<file path="src/rtl/sld_pkg.sv">
package sld_pkg;
  // Field widths of the two ratio latches.
  localparam int unsigned SWALLOW_W = 6;
  localparam int unsigned MAIN_W    = 12;
  localparam int unsigned REF_W     = 14;
  localparam int unsigned SYNC_N    = 2;

  // Index of each serial wire in the synchronizer bus.
  typedef enum logic [1:0] {
    PIN_SCLK = 2'd0,
    PIN_SDAT = 2'd1,
    PIN_LOAD = 2'd2
  } pin_idx_e;
endpackage

</file>
<file path="src/rtl/sld_rst_sync.sv">
module sld_rst_sync #(
  parameter int unsigned STAGES = 2
) (
  input  logic clk,
  input  logic rst_n,
  output logic rst_sync_n
);
  logic [STAGES-1:0] chain_q;
  logic [STAGES-1:0] chain_d;

  always_comb begin
    chain_d = {chain_q[STAGES-2:0], 1'b1};
  end

  always_ff @(posedge clk or negedge rst_n) begin
    if (!rst_n) begin
      chain_q <= '0;
    end else begin
      chain_q <= chain_d;
    end
  end

  assign rst_sync_n = chain_q[STAGES-1];
endmodule

</file>
<file path="src/rtl/sld_sync.sv">
module sld_sync #(
  parameter int unsigned WIDTH  = 3,
  parameter int unsigned STAGES = 2
) (
  input  logic             clk,
  input  logic             rst_n,
  input  logic [WIDTH-1:0] din,
  output logic [WIDTH-1:0] level,
  output logic [WIDTH-1:0] rise
);
  logic [WIDTH-1:0] stage_q [STAGES];
  logic [WIDTH-1:0] prev_q;

  for (genvar g = 0; g < STAGES; g++) begin : g_stage
    logic [WIDTH-1:0] stage_d;
    if (g == 0) begin : g_first
      assign stage_d = din;
    end else begin : g_rest
      assign stage_d = stage_q[g-1];
    end
    always_ff @(posedge clk or negedge rst_n) begin
      if (!rst_n) begin
        stage_q[g] <= '0;
      end else begin
        stage_q[g] <= stage_d;
      end
    end
  end

  always_ff @(posedge clk or negedge rst_n) begin
    if (!rst_n) begin
      prev_q <= '0;
    end else begin
      prev_q <= stage_q[STAGES-1];
    end
  end

  assign level = stage_q[STAGES-1];
  assign rise  = stage_q[STAGES-1] & ~prev_q;
endmodule

</file>
<file path="src/rtl/sld_shifter.sv">
module sld_shifter #(
  parameter int unsigned WORD_W = 18
) (
  input  logic              clk,
  input  logic              rst_n,
  input  logic              shift_en,
  input  logic              bit_in,
  output logic [WORD_W-1:0] word_q,
  output logic              ctrl_q
);
  logic [WORD_W-1:0] word_d;
  logic              ctrl_d;

  // The newest bit takes the control slot; the old control bit enters the top of the word.
  always_comb begin
    word_d = word_q;
    ctrl_d = ctrl_q;
    if (shift_en) begin
      word_d = {ctrl_q, word_q[WORD_W-1:1]};
      ctrl_d = bit_in;
    end
  end

  always_ff @(posedge clk or negedge rst_n) begin
    if (!rst_n) begin
      word_q <= '0;
      ctrl_q <= 1'b0;
    end else begin
      word_q <= word_d;
      ctrl_q <= ctrl_d;
    end
  end
endmodule

</file>
<file path="src/rtl/sld_ratio_bank.sv">
module sld_ratio_bank #(
  parameter int unsigned SW_W  = 6,
  parameter int unsigned MN_W  = 12,
  parameter int unsigned RF_W  = 14,
  localparam int unsigned WD_W = SW_W + MN_W
) (
  input  logic            clk,
  input  logic            rst_n,
  input  logic            load,
  input  logic            sel_ref,
  input  logic [WD_W-1:0] word,
  output logic [RF_W-1:0] ref_q,
  output logic [SW_W-1:0] sw_q,
  output logic [MN_W-1:0] mn_q,
  output logic            ref_done_q,
  output logic            fb_done_q
);
  logic            ref_en;
  logic            fb_en;
  logic [RF_W-1:0] ref_d;
  logic [SW_W-1:0] sw_d;
  logic [MN_W-1:0] mn_d;
  logic            ref_done_d;
  logic            fb_done_d;

  assign ref_en = load & sel_ref;
  assign fb_en  = load & ~sel_ref;

  // A short reference word ends at the top of the word register.
  always_comb begin
    ref_d      = ref_en ? word[WD_W-1 -: RF_W] : ref_q;
    sw_d       = fb_en  ? word[SW_W-1:0]       : sw_q;
    mn_d       = fb_en  ? word[SW_W +: MN_W]   : mn_q;
    ref_done_d = ref_done_q | ref_en;
    fb_done_d  = fb_done_q  | fb_en;
  end

  always_ff @(posedge clk or negedge rst_n) begin
    if (!rst_n) begin
      ref_q      <= '0;
      sw_q       <= '0;
      mn_q       <= '0;
      ref_done_q <= 1'b0;
      fb_done_q  <= 1'b0;
    end else begin
      ref_q      <= ref_d;
      sw_q       <= sw_d;
      mn_q       <= mn_d;
      ref_done_q <= ref_done_d;
      fb_done_q  <= fb_done_d;
    end
  end
endmodule

</file>
<file path="src/rtl/serial_ratio_loader.sv">
module serial_ratio_loader
  import sld_pkg::*;
#(
  parameter int unsigned A_W = SWALLOW_W,
  parameter int unsigned N_W = MAIN_W,
  parameter int unsigned R_W = REF_W,
  parameter int unsigned SYNC_STAGES = SYNC_N
) (
  input  logic           clk,
  input  logic           rst_n,
  input  logic           ser_clk,
  input  logic           ser_data,
  input  logic           ser_le,
  output logic [R_W-1:0] ref_ratio,
  output logic [A_W-1:0] swallow_cnt,
  output logic [N_W-1:0] main_cnt,
  output logic           ref_loaded,
  output logic           fb_loaded
);
  localparam int unsigned WORD_W = A_W + N_W;

  logic             rst_sync_n;
  logic [2:0]       pin_lvl;
  logic [2:0]       pin_rise;
  logic             shift_rise;
  logic             data_lvl;
  logic             le_rise;
  logic [WORD_W-1:0] word_q;
  logic             ctrl_q;

  sld_rst_sync #(.STAGES(SYNC_STAGES)) u_rst (
    .clk        (clk),
    .rst_n      (rst_n),
    .rst_sync_n (rst_sync_n)
  );

  sld_sync #(.WIDTH(3), .STAGES(SYNC_STAGES)) u_sync (
    .clk   (clk),
    .rst_n (rst_sync_n),
    .din   ({ser_le, ser_data, ser_clk}),
    .level (pin_lvl),
    .rise  (pin_rise)
  );

  assign shift_rise = pin_rise[PIN_SCLK];
  assign data_lvl   = pin_lvl[PIN_SDAT];
  assign le_rise    = pin_rise[PIN_LOAD];

  sld_shifter #(.WORD_W(WORD_W)) u_shift (
    .clk      (clk),
    .rst_n    (rst_sync_n),
    .shift_en (shift_rise),
    .bit_in   (data_lvl),
    .word_q   (word_q),
    .ctrl_q   (ctrl_q)
  );

  sld_ratio_bank #(.SW_W(A_W), .MN_W(N_W), .RF_W(R_W)) u_bank (
    .clk        (clk),
    .rst_n      (rst_sync_n),
    .load       (le_rise),
    .sel_ref    (ctrl_q),
    .word       (word_q),
    .ref_q      (ref_ratio),
    .sw_q       (swallow_cnt),
    .mn_q       (main_cnt),
    .ref_done_q (ref_loaded),
    .fb_done_q  (fb_loaded)
  );
endmodule

</file>
<file path="config.mk">
export PLATFORM = sky130hd
export DESIGN_NAME = serial_ratio_loader
export DESIGN_NICKNAME = d
export VERILOG_FILES = /design/src/rtl/sld_pkg.sv /design/src/rtl/sld_rst_sync.sv /design/src/rtl/sld_sync.sv /design/src/rtl/sld_shifter.sv /design/src/rtl/sld_ratio_bank.sv /design/src/rtl/serial_ratio_loader.sv
export SDC_FILE = /design/constraint.sdc
export NUM_CORES = 1
export LEC_CHECK = 0
export BUFFER_PORTS_ARGS = -buffer_cell sky130_fd_sc_hd__buf_2
export CAP_MARGIN = 20
export CORE_ASPECT_RATIO = 0.8
export CORE_MARGIN = 2
export CORE_UTILIZATION = 54
export CTS_BUF_LIST = sky130_fd_sc_hd__clkbuf_8 sky130_fd_sc_hd__clkbuf_16
export DETAILED_ROUTE_END_ITERATION = 10
export GPL_TIMING_DRIVEN = 0
export PLACE_DENSITY = 0.85
export SLEW_MARGIN = 40
export SYNTH_ARGS = -nofsm -noshare
export SYNTH_HDL_FRONTEND = slang
export SYNTH_SLANG_ARGS = --single-unit
</file>
<file path="constraint.sdc">
create_clock -name clk -period 2.2 [get_ports clk]
set_input_delay 0.44 -clock clk [delete_from_list [all_inputs] [get_ports clk]]
set_output_delay 0.44 -clock clk [all_outputs]
set_load 0.03 [all_outputs]
</file>
After elaboration in Yosys (flattened, before gate mapping)
Index checks and enable logic that the tools add are counted.

Bitwise logic cells: 7.

Operator list (number): $and A3 B3 Y3 (1); $not A3 Y3 (1); $and A1 B1 Y1 (2); $or A1 B1 Y1 (2); $not A1 Y1 (1).

Register bits: 64. Bits of input ports: 5. Output and inout bits: 34. Word-level logic and storage cells: 18.

Depth between registers and ports, before layout
Gate-level depths: netlist of the first run.

Word-level depth: 4. Depth in mapped cells: 4. Gate-level depth less buffers: 2.

By module
Synthesis of the first run repeated with hierarchy kept, for this count alone.

Cells, all modules: 128. Area total of the unflattened synthesis: 2402.3 µm².

Modules (own cells, without submodules): sld_ratio_bank (instances 1, cells an instance 73, area an instance 1323.8 µm², sequential area each 850.8 µm²); sld_shifter (instances 1, cells an instance 40, area an instance 758.2 µm², sequential area each 475.5 µm²); sld_sync (instances 1, cells an instance 12, area an instance 266.5 µm², sequential area each 225.2 µm²); sld_rst_sync (instances 1, cells an instance 3, area an instance 53.8 µm², sequential area each 50.0 µm²).

Worst setup path before layout of the first run
OpenSTA, ideal clock, no wires.

Kind: reg-to-reg. Start: register u_shift.ctrl_q. End: register u_bank.mn_q[10]. Library setup time: 125 ps. Arrival time: 1197 ps. Data required time: 2075 ps. Path slack: 878 ps. Stages on the path, launching flop included: 5. Buffers on the path: 2. Period minus slack after synthesis: 1322 ps. Cell sequence: dfrtp_1 nor3b_2 buf_6 buf_12 mux2_4.

Word-level cells in the longest chain between the ends: 2.

RTL lines: start: declaration (RTL line sld_shifter.sv:9) `output logic ctrl_q`; start signal: assignment (RTL line sld_shifter.sv:30) `ctrl_q <= ctrl_d;`; $not A1 Y1 (RTL line sld_ratio_bank.sv:27) `assign fb_en = load & ~sel_ref;`; $and A1 B1 Y1 (RTL line sld_ratio_bank.sv:27); end signal: assignment (RTL line sld_ratio_bank.sv:48) `mn_q <= mn_d;`; end: declaration (RTL line sld_ratio_bank.sv:14) `output logic [MN_W-1:0] mn_q,`.

Every way passes these cells. A chain may end at the register's enable or synchronous reset.

Final worst setup path of the first run
Start: register u_shift.ctrl_q. End: register u_bank.mn_q[4].

The elaborated chain is that of the path after synthesis.

==> results of run 1 <==
-- where the power goes --
part | total (mW) | switching [mW] | internal (mW)
combinational | 1.22 | 0.708 | 0.509
clock | 0.930 | 0.404 | 0.526
sequential | 1.80 | 0.267 | 1.53
total | 3.94 | 1.38 | 2.56
-- logic make-up (layout without fill, tap and decap cells) --
| logic type | count (synthesis) | count (layout) | synth area share, % |
|---|---|---|---|
| other | 1 | 1 | 0.163 |
| and+or+nand+nor | 5 | 5 | 2.23 |
| buffers and inverters | 5 | 61 | 2.56 |
| muxes | 51 | 51 | 26.5 |
| DFF | 63 | 63 | 68.6 |
-- how the worst max path moves through the flow --
| stage | startpoint | end | slack (ns) |
|---|---|---|---|
| 2_1_floorplan | u_rst.chain_q[1] | u_bank.fb_done_q | 0.32 |
| 3_3_place_gp | u_rst.chain_q[1] | u_bank.fb_done_q | -0.12 |
| 3_5_place_dp | u_shift.ctrl_q | u_bank.mn_q[3] | 0.79 |
| 4_1_cts | u_shift.ctrl_q | u_bank.mn_q[4] | 0.74 |
| 5_1_grt | u_shift.ctrl_q | u_bank.mn_q[4] | 0.68 |
| 6_report | u_shift.ctrl_q | u_bank.mn_q[4] | 0.76 |
-- cells in the mapped netlist --
cell and instances:
dfrtp_1 63, mux2_2 42, mux2_4 9, buf_6 3
nand2b_1 2, buf_12 1, buf_2 1, conb_1 1
nand3b_4 1, nor3b_2 1, or2_2 1
-- stage by stage --
step                      hold slack (ns)  setup slack [ns]  cell area [sq um]  total power [mW]
after floorplan                     0.144             0.316               2300              2.64
after global placement              0.225            -0.120               2560              2.96
after detailed placement            0.225             0.785               2580              3.02
after CTS                           0.206             0.740               2790              3.98
after global routing                0.203             0.682               2790              4.13
final                               0.217             0.761               2790              3.94
-- sequential cells by signal, summed over array words and instances, names as in the netlist, 2 cells and up --
| name | flops |
|---|---|
| u_bank.sw_q | 6 |
| u_bank.mn_q | 12 |
| u_sync.g_stage.stage_d | 3 |
| u_sync.level | 3 |
| u_shift.word_q | 18 |
| u_bank.ref_q | 14 |
| u_rst.chain_q | 2 |
| u_sync.prev_q | 2 |
-- routing by layer --
| metal | up-vias | track usage (%) | wire length, um | share of wire [%] |
|---|---|---|---|---|
| li1 | 536 | - | - | - |
| met1 | 621 | 21.9 | 1680 | 45 |
| met2 | 22 | 29.5 | 1890 | 50 |
| met3 | 6 | 4.36 | 131 | 3.5 |
| met4 | 0 | 10.5 | 59 | 1.6 |
| met5 | - | 0 | 0 | 0 |
-- final cells by class --
type                       instances  area (sq um)  area share, %
tap                               57          71.3           2.56
timing repair buffer              40           220           7.90
clock inverter                     3          15.0          0.539
sequential                        63          1580           56.7
clock buffer                      13           179           6.42
buffer                             5          58.8           2.11
multi-input combinational         57           663           23.8
-- timing repair --
action,CTS,global route
hold endpoints to repair,2,0
resized for setup,0,0
hold buffers,1,0
==> metrics.txt, run 1 <==
outcome=finished, final reports clean; CTS tree=done; all-layer global routing usage=about 18%; reg-to-reg slack, setup=approximately 0.76 ns; setup TNS=0 ns; flops & latches, synth=63; Crit Path Max Fanout=10; final cell utilization of the core=~68%; largest net degree at the start of global routing=41; critical-path cell list=nor3b_2 -> buf_6 -> buf_12 -> mux2_4; gpl congestion=approximately 0.7; Clock Latency Late Sink=roughly 0.32 ns; CTS HTree Levels=3; CTS root buf=clkbuf_8; Tmin final=1.44 ns; diodes inserted=0; element type at the critical path start=flip-flop; CP top delay family=flip-flops; register area share after synthesis=approximately two thirds; drt drc=0; global-route wire length before repair=approximately 6.5 mm; global route total overflow=0; crit path DAT=roughly 1.7 ns; clk_skew=about 0.0024 ns; CTS clk-pin slew, worst paths=0.06 ns; Routed WL=approximately 3.8 mm; Mapped Area=approximately 0.0023 sq mm; DR iter-0 viols=47; Die Ht=slightly above 60 um; nets=approximately 180; R2R depth=4; top cell type's share of synthesized area=68.6%; critical setup path kind=reg -> reg; Clock Path Buffers=2; Worst EP required=2.41 ns; Post-Synthesis Cells=about 130; Sink Count=63; Avg Inst Size Synth=about 18 sq um; Leakage=roughly 1.4 nW; die area=around 0.0048 sq mm; initial antenna violation count=0; count of different cell masters after synthesis=11; Detailed Routing Iterations Pass 1=4; via count=1,185; nature of the critical path endpoint=flip-flop; leading area contributor after synthesis=dfrtp_1; most frequent cells in the layout=dfrtp_1 (62), mux2_2 (42), buf_2 (39); vias in the first global route=between 1,000 and 1,500; R2R Path End=u_bank.mn_q[4]; Crit Reg-Reg Startpoint=u_shift.ctrl_q; max cap viols=0; share of the clock period used by the worst path=between 60% and 70%; chip width=approximately 77 um; Finish-stage setup viols=0; hpwl dp=roughly 2.4 mm; initial core utilization=between 50% and 60%; Yosys warnings=0; Worst VDD drop=732 uV; Area contributors post-synth=dfrtp_1 (69%), mux2_2 (21%), mux2_4 (5.9%), buf_6 (1.5%), buf_12 (0.87%); Hold Crit Class=reg -> async; num rows=21; endpoints failing hold=0; most common cell after layout, fill and taps aside=dfrtp_1; max incr delay on CP=roughly 0.44 ns; maximum clock rate=~0.69 GHz; core area=a little over 0.004 sq mm; CP bufs+invs=2; Antenna Violating Nets Remaining=0; I/O pins=39; pwr/cell area=1410 mW/mm^2; postcts setup bufs=0; IO buf count=38; CP max stage cell=dfrtp_1; RSZ-0062 raised after global routing=no; WL per Instance=roughly 16 um; WP depth=4; non-filler cells, final=approximately 240; clock buffer count from CTS=9; layout cells sized above 1=63.5%; syn nets=130; vias per cell=approximately 5; dpl cells=about 220; fill count=between 200 and 300; synthesis-to-layout area growth=21.3%; Final Slew Violations=0
(Power assumes the default switching activity.)
==> run 2: changes to the inputs <==
Settings changed: ABC_AREA set to 1, CORE_UTILIZATION 54 to 55, PLACE_DENSITY 0.85 to 0.86.
Clock period 2.2 ns to 1.4 ns, I/O delays scaled along.
==> run 2 against run 1 <==
- combinational power shrank 18%
- worst setup slack lost 0.54 ns
- power rose by 18%
- first-iteration DRC count increased to 3.0 times the previous value
- cell count increased by 50%
- clock skew is 0.0034 ns higher
- critical endpoint is now swallow_cnt[3]
- routed wire length rose by 26%
- non-clock buffer count grew 13
- flip-flop and latch count did not move
- critical path depth down 3
==> metrics.txt, run 2 <==
critical-path cell list=buf_2; vias in the first global route=1,820 (+38%); top cell type's share of synthesized area=64.3% (-4.3 points); I/O pins=39 (unchanged); Avg Inst Size Synth=10.1 sq um (-45%); CP top delay family=flip-flops; top flop regs=u_shift.word_q: 18 flops, u_bank.ref_q: 14 flops, u_bank.mn_q: 12 flops; max reg flops=18 (unchanged); most frequent cells in the layout=nand2_1 (104), dfrtp_1 (62), buf_2 (50); async set-reset flop share out of synthesis=100% (unchanged); num rows=21 (unchanged); critical setup path kind=reg -> out; Min-Delay Path Depth=1; Combinational Power Share=21.4% (-9.4 points); Clock Path Buffers=2 (unchanged); syn nets=249 (+92%); fill count=302 (+4.5%); diodes inserted=0 (unchanged); hpwl dp=3.33 mm (+37%); core area=0.00423 sq mm (+2.5%); Clock Latency Late Sink=0.33 ns (about the same); global-route wire length before repair=8.13 mm (+26%); DR iter-0 viols=139 (+200%); initial antenna violation count=0 (unchanged); Worst VDD drop=894 uV (+22%); Top reg by flops=u_shift.word_q; outcome=finished, final reports clean; Int Pwr=3.11 mW (+21%); non-filler cells, final=357 (+50%); chip width=78.7 um (+2.2%); CTS HTree Levels=3 (unchanged); share of power burned in registers=49.6% (+4.0 points); R2R Path End=u_bank.mn_q[3]; layout cells sized above 1=25.7% (-38 points); vias per cell=5.25 (+5.5%); worst hold start=ser_data; clock buffer count from CTS=9 (unchanged); flops & latches, synth=63 (unchanged); clk_skew=0.00571 ns (+0.00336 ns); all-layer global routing usage=21.9% (+3.9 points); gpl congestion=0.840 (+17%); nets=300 (+66%); Most used DFF post-synth=dfrtp_1; Final Slew Violations=0 (unchanged); CP max stage cell=dfrtp_1; register area share after synthesis=64.3% (-4.3 points); Crit Path Max Fanout=2 (-8); count of different cell masters after synthesis=14 (+3); initial core utilization=58.0% (+2.3 points); nature of the critical path endpoint=primary output; R2R depth=5 (+1); setup TNS=0 ns (unchanged); Post-synth EDFFs=0 (unchanged); switching power=1.54 mW (+12%); Sink Count=63 (unchanged); RSZ-0062 raised after global routing=no; leading area contributor after synthesis=dfrtp_1; via count=1,875 (+58%); drt drc=0 (unchanged); most common cell after layout, fill and taps aside=nand2_1; WL per Instance=13.2 um (-16%); share of the clock period used by the worst path=84.5%; Finish-stage setup viols=0 (unchanged); switching part of the total=33.1% (-1.8 points); Post-Synthesis Cells=244 (+95%); dpl cells=339 (+53%); Die Ht=63.7 um (+2.2%); synthesis-to-layout area growth=19.2%; clock power share=29.1% (+5.5 points); maximum clock rate=approximately 0.84 GHz; total chip power=4.66 mW (+18%); Area contributors post-synth=dfrtp_1 (64%), nand2_1 (16%), nand4_1 (8.2%), nand3_1 (3.7%), buf_2 (2.4%); Yosys warnings=0 (unchanged); max incr delay on CP=0.39 ns (-0.05 ns); most frequent cell after synthesis=nand2_1; largest net degree at the start of global routing=62 (+51%); Worst EP required=1.12 ns (-1.29 ns); final cell utilization of the core=69.1% (+1.5 points); post-CTS sizing=0 (unchanged); worst hold endpoint=u_sync.g_stage[1].stage_d[1]; top post-synthesis cells by count=nand2_1 (104), dfrtp_1 (63), nand4_1 (32), nand3_1 (18), buf_2 (12); die area=0.00501 sq mm (+4.5%); reg-to-reg slack, setup=0.27 ns (-0.49 ns); Antenna Violating Nets Remaining=0 (unchanged); Crit Reg-Reg Startpoint=u_sync.prev_q[2]; Mapped Area=0.00245 sq mm (+6.7%); CTS tree=done; endpoints failing hold=0 (unchanged); global route total overflow=0 (unchanged); element type at the critical path start=flip-flop; pwr/cell area=1590 mW/mm^2 (+13%); Leakage=1.67 nW (+19%); CTS clk-pin slew, worst paths=0.06 ns (about the same); CP bufs+invs=1 (-1); Routed WL=4.73 mm (+26%); IO buf count=38 (unchanged); max cap viols=0 (unchanged); crit path DAT=0.90 ns (-0.75 ns); Detailed Routing Iterations Pass 1=5 (+1); CTS root buf=clkbuf_8; Hold Crit Class=in -> reg; Tmin final=around 1.2 ns
==> run 2: cell count changes after synthesis, sizes merged, moves of 2 or more <==
cell    previous run  this run
nand2              0       104
mux2              51         0
nand4              0        32
nand3              0        20
buf                5        18
inv                0         5
nand2b             2         0
==> run 2: cells by family (layout without fill, tap and decap cells) <==
logic type / after synthesis / in the layout / synth area share [%]
AO/OA/AOI/OAI: 1 / 1 / 0.204
buffers and inverters: 23 / 79 / 6.17
flip-flops: 63 / 63 / 64.3
other: 1 / 1 / 0.153
AND/OR/NAND/NOR: 156 / 156 / 29.2
==> run 2: power by group through the flow <==
stage | clock network, mW | logic, mW | registers [mW]
6_report | 1.35 | 0.996 | 2.31
5_1_grt | 1.50 | 1.09 | 2.34
4_1_cts | 1.39 | 0.980 | 2.32
3_5_place_dp | 0 | 0.974 | 2.36
3_3_place_gp | 0 | 0.948 | 2.34
2_1_floorplan | 0 | 0.348 | 2.66
==> run 2: worst max-delay path by stage <==
stage,from,endpoint,cells after the start
floorplan,u_rst.chain_q[1],u_bank.fb_done_q,0
finish,u_bank.sw_q[3],swallow_cnt[3],1
global route,u_bank.ref_q[12],ref_ratio[12],1
CTS,u_bank.sw_q[3],swallow_cnt[3],1
global placement,u_rst.chain_q[1],u_bank.mn_q[11],0
detailed placement,u_sync.prev_q[2],u_bank.mn_q[4],5
==> run 2: per-layer routing <==
metal	GRT usage (%)	share of wire (%)
met1	28.5	45
met3	9.60	6.9
met5	0	0
met4	8.99	1.6
met2	32.3	47
==> run 2: area by class of cell <==
| cell class | count | area (sq um) | area share, % |
|---|---|---|---|
| Multi-Input combinational cell | 158 | 724 | 24.8 |
| Timing Repair Buffer | 40 | 220 | 7.53 |
| Tap cell | 57 | 71.3 | 2.44 |
| Inverter | 5 | 23.8 | 0.813 |
| Buffer | 18 | 128 | 4.36 |
| Sequential cell | 63 | 1580 | 54.0 |
| Clock inverter | 5 | 25.0 | 0.856 |
| Clock buffer | 11 | 151 | 5.18 |
==> run 2: through the flow <==
| step | cell area (sq um) | hold WS [ns] | setup slack (ns) |
|---|---|---|---|
| floorplan | 2450 | -0.0156 | 0.319 |
| detailed placement | 2720 | 0.0675 | 0.273 |
| CTS | 2900 | 0.0299 | 0.188 |
| global placement | 2720 | 0.0664 | 0.0369 |
| finish | 2920 | 0.0524 | 0.216 |
| global route | 2920 | 0.0188 | 0.165 |
==> run 2: repair_timing <==
item	in CTS	in global routing
endpoints found under the hold margin	2	0
buffers inserted	0	0
setup endpoints to repair	0	0
hold buffers	1	0
